## src/rtl/i2c_irq_regs.sv

```systemverilog
module i2c_irq_regs #(
  parameter int AW = 8,
  parameter int DW = 32,
  parameter int NSRC = 10,
  parameter logic [NSRC-1:0] VALID = 10'h2FF,
  parameter logic [NSRC-1:0] ERR = 10'h2E4,
  parameter logic [AW-1:0] A_STAT = 8'h10,
  parameter logic [AW-1:0] A_MASK = 8'h20,
  parameter logic [AW-1:0] A_EN = 8'h24,
  parameter logic [AW-1:0] A_DIS = 8'h28
) (
  input  logic            clk,
  input  logic            rst_n,
  input  logic [NSRC-1:0] ev_i,
  input  logic            bus_wr,
  input  logic [AW-1:0]   bus_addr,
  input  logic [NSRC-1:0] bus_wdata,
  output logic [DW-1:0]   bus_rdata,
  output logic            irq_o,
  output logic            err_o
);

  logic [NSRC-1:0] status_q, mask_q;
  logic [NSRC-1:0] clr_bits, set_m, clr_m;

  assign clr_bits = (bus_wr && bus_addr == A_STAT) ? bus_wdata : '0;
  assign set_m    = (bus_wr && bus_addr == A_EN)   ? bus_wdata : '0;
  assign clr_m    = (bus_wr && bus_addr == A_DIS)  ? bus_wdata : '0;

  always_ff @(posedge clk or negedge rst_n) begin
    if (!rst_n) begin
      status_q <= '0;
      mask_q   <= '0;
      irq_o    <= 1'b0;
      err_o    <= 1'b0;
    end else begin
      status_q <= ((status_q & ~clr_bits) | ev_i) & VALID;
      mask_q   <= ((mask_q | set_m) & ~clr_m) & VALID;
      irq_o    <= |(status_q & mask_q);
      err_o    <= |(status_q & ERR);
    end
  end

  always_comb begin
    bus_rdata = '0;
    if (bus_addr == A_STAT)      bus_rdata[NSRC-1:0] = status_q;
    else if (bus_addr == A_MASK) bus_rdata[NSRC-1:0] = mask_q;
  end

endmodule

```

## config.mk

```make
export PLATFORM = sky130hd
export DESIGN_NAME = i2c_irq_regs
export DESIGN_NICKNAME = d
export VERILOG_FILES = /design/src/rtl/i2c_irq_regs.sv
export SDC_FILE = /design/constraint.sdc
export NUM_CORES = 1
export LEC_CHECK = 0
export ABC_AREA = 1
export BUFFER_PORTS_ARGS = -buffer_cell sky130_fd_sc_hd__clkbuf_2
export CAP_MARGIN = 20
export CORE_ASPECT_RATIO = 1.4
export CORE_MARGIN = 2
export CORE_UTILIZATION = 40
export CTS_CLUSTER_SIZE = 12
export DETAILED_ROUTE_END_ITERATION = 7
export GPL_TIMING_DRIVEN = 1
export PLACE_DENSITY = 0.71
export SLEW_MARGIN = 20
export SYNTH_ARGS = -nofsm -noshare
export SYNTH_HDL_FRONTEND = slang
export SYNTH_SLANG_ARGS = --single-unit
```

## constraint.sdc

```tcl
create_clock -name clk -period 0.9 [get_ports clk]
set_input_delay 0.09 -clock clk [delete_from_list [all_inputs] [get_ports clk]]
set_output_delay 0.09 -clock clk [all_outputs]
set_load 0.005 [all_outputs]
```

==> run summary <==
OUTCOME
------------------------------------------------------------------------------------
Outcome ............................................................... finished, violations left
Failing checks ........................................................ setup timing

WORST SETUP PATH
------------------------------------------------------------------------------------
Endpoint required time on the critical path ...........................      0.81 ns
Endpoint of the worst setup timing path ............................... bus_rdata[1]
Arr. time, crit path ..................................................      1.01 ns
Critical Setup Path Class .............................................      reg2out
Worst flop-to-flop path endpoint ......................................        irq_o
Type of origin of the critical path ...................................     register
Endpoint class of the critical path ................................... primary output
R2R depth .............................................................            5
Startpoint of the worst register-to-register path .....................  status_q[7]
Startpoint of the most critical setup path ............................  status_q[1]
Worst Path Max Fanout .................................................            2
Worst setup slack for register-to-register paths ......................     -0.16 ns

YOSYS
------------------------------------------------------------------------------------
Fraction of post-synthesis cell area in the top cell type by area .....       37.66%
Most used DFF post-synth ..............................................      dfrtp_1
EDFF count, synth .....................................................            0
Synthesized cell area .................................................     1329 µm²
Unique masters post-synth .............................................           14
FF+latch count, synth .................................................           20
Post-synth top cells .................................................. 61 x nand2_1, 33 x inv_1, 31 x nand3_1
Number of warnings printed during yosys synthesis .....................            0
Syn Inst Count ........................................................          193
Sequential area share after synthesis .................................       37.66%
Most common cell in the netlist .......................................      nand2_1
Largest cells by area after synthesis ................................. dfrtp_1 38%, nand2_1 17%, buf_4 14%
Fraction of synthesis flops using an asynchronous set or reset pin ....       100.0%
Area leader, netlist ..................................................      dfrtp_1
Synthesized area per cell .............................................    6.885 µm²

DIE
------------------------------------------------------------------------------------
Die Width .............................................................     52.71 µm
Row count .............................................................           24
Floorplan die area ....................................................     3805 µm²
Initial cell density of the core ......................................       42.14%
Floorplan die height ..................................................     72.20 µm
Top-Level Pins ........................................................           65
Area of the core ......................................................     3153 µm²

PLACED DESIGN
------------------------------------------------------------------------------------
Port Buffers ..........................................................           39
Placed wire-length estimate ...........................................      2278 µm
Weighted congestion at the end of routability-driven global placement .       0.7847
Cell Count Post-Placement .............................................          281
Pre-CTS setup slack ...................................................   -0.2062 ns

WORST HOLD PATH
------------------------------------------------------------------------------------
Hold crit path type ...................................................       in2reg

CTS
------------------------------------------------------------------------------------
Largest buffer count on any clock path ................................            2
Clock Sink Count ......................................................           20
Clock slew at reported path FFs .......................................      0.08 ns
Level count of the clock H-tree .......................................            1
Clock tree from TritonCTS .............................................          yes
CTS buffer count ......................................................            3
Worst-Skew Late Latency ...............................................      0.26 ns
Clk root buf ..........................................................     clkbuf_8

FINAL LAYOUT
------------------------------------------------------------------------------------
Fin nets ..............................................................          298
Area delta synth->final ...............................................       49.34%
Share of post-route cells with drive strength above 1 .................       40.60%
Count of non-filler cells in the finished layout ......................          305
Fill cell total of the finished layout ................................          290
Final core utilization ................................................       62.94%
Antenna fix cells .....................................................            0

STA
------------------------------------------------------------------------------------
Setup repair after global routing missed its margin ...................          yes
Number of hold-slack violations in the final timing report ............            0
Final max-slew violation count ........................................            0
Final Cycle Share .....................................................       122.0%
Actual transition at the worst max-transition pin .....................    0.5148 ns
Headroom to the max-slew limit ........................................       65.68%
Max Fclk ..............................................................    910.9 MHz
Post-layout min period ................................................     1.098 ns
Total negative slack ..................................................    -1.633 ns
Count of final setup violators ........................................           11
Least setup slack across all paths after layout .......................   -0.1978 ns
Post-Route Skew .......................................................  0.001084 ns

DETAILED ROUTING
------------------------------------------------------------------------------------
Routed wire length ....................................................      3666 µm
Final antenna-violating net count .....................................            0
Initial DRC Count .....................................................           50
Average wire per cell in the routed design ............................     12.02 µm
Pre-antenna DRT Iters .................................................            4
Total via count after detailed routing ................................         1421
Post-detailed-route via-to-cell ratio .................................        4.659
Total DRC errors in the routed layout .................................            0

PWR
------------------------------------------------------------------------------------
LEAKAGE ...............................................................     1.105 nW
Pwr Density ...........................................................  1076 nW/µm²
IR Drop Worst-Case VDD ................................................    0.7064 mV

GLOBAL ROUTE
------------------------------------------------------------------------------------
Vias in the first global route ........................................         1373
Antenna violations before repair ......................................            0
Maximum number of pins on one net before global-route repair ..........           21
GRT Total Usage .......................................................       20.46%
Final global-route overflow total .....................................            0
Global-route wire length before repair ................................      5830 µm

JOB
------------------------------------------------------------------------------------
Maximum capacitance violations ........................................            0

## where the power goes
| part | switching [W] | internal [W] | total, W |
|---|---|---|---|
| Clock | 0.000309 | 0.000593 | 0.000903 |
| Combinational | 0.000175 | 0.000128 | 0.000303 |
| Sequential | 0.0000121 | 0.000917 | 0.000930 |
## registers in the layout, summed over array words and instances, names as in the netlist
| signal | count |
|---|---|
| status_q | 9 |
| irq_o | 1 |
| mask_q | 9 |
| err_o | 1 |
## cells in the final DEF (no fill, tap or decap), types with 2 or more instances in the layout
cell type and count:
clkbuf_2 28, clkbuf_8 3, nor2_2 2, o21ai_2 7, nor2_4 6, nand3_2 3
nand3_1 28, nor3_2 2, inv_1 30, buf_2 7, dfrtp_1 20, o21ai_1 2
nand2_1 52, conb_1 23, buf_4 22, nand2_2 8, inv_2 3, buf_6 12
## logic make-up after synthesis
logic type             count (synthesis)  share of synthesized area (%)
and+or+nand+nor                      104                          34.37
DFF                                   20                          37.66
other                                  1                         0.2822
AOI/OAI and AO/OA                      9                          3.390
buffers and inverters                 59                          24.29
## layer usage
| metal | track usage, % | wire length (µm) |
|---|---|---|
| met1 | 23.14 | 1322 |
| met2 | 37.50 | 2052 |
| met3 | 1.852 | 200 |
| met4 | 9.402 | 90 |
| met5 | 0 | 0 |
## stage by stage
stage	cell area, µm²	power (W)	hold WS (ns)
after floorplan	1411	0.001124	-0.2056
after detailed placement	1574	0.001179	0.08842
after global placement	1574	0.001174	0.07776
final	1984	0.002136	0.01199
after global routing	1984	0.002219	0.02357
after CTS	1833	0.002096	0.01159
## how the worst min path moves through the flow
stage | start | endpoint | slack (ns) | cells past startpoint
after floorplan | rst_n | err_o | -0.21 | 0
after global placement | rst_n | irq_o | 0.08 | 1
after detailed placement | rst_n | irq_o | 0.09 | 1
after CTS | ev_i[6] | status_q[6] | 0.01 | 3
after global routing | ev_i[5] | status_q[5] | 0.02 | 3
final | ev_i[3] | status_q[3] | 0.01 | 3
## area by class of cell
type,instances,area (µm²),area share (%)
clock buffers,3,41.29,2.081
clock inverters,1,30.03,1.513
inverters,33,123.9,6.242
multi-input cells,136,694.4,34.99
flip-flops and latches,20,500.5,25.22
well taps,39,48.80,2.459
repair buffers,73,545.5,27.49
## worst max-delay path, stage by stage, from the launching register on
cell	delay, ns
dfrtp_1	0.41
buf_6	0.13
nand2_1	0.04
o21ai_1	0.06
clkbuf_2	0.11
## what timing repair did
| action | in CTS | in global routing |
|---|---|---|
| pin swaps | 12 | 12 |
| hold endpoints to repair | 20 | 0 |
| hold buffers | 1 | 0 |
| gates resized for setup | 29 | 43 |
| endpoints found under the setup margin | 10 | 20 |
| buffers inserted | 10 | 8 |
| gates cloned | 2 | 1 |
No activity file was read; power rests on OpenSTA's default activity.
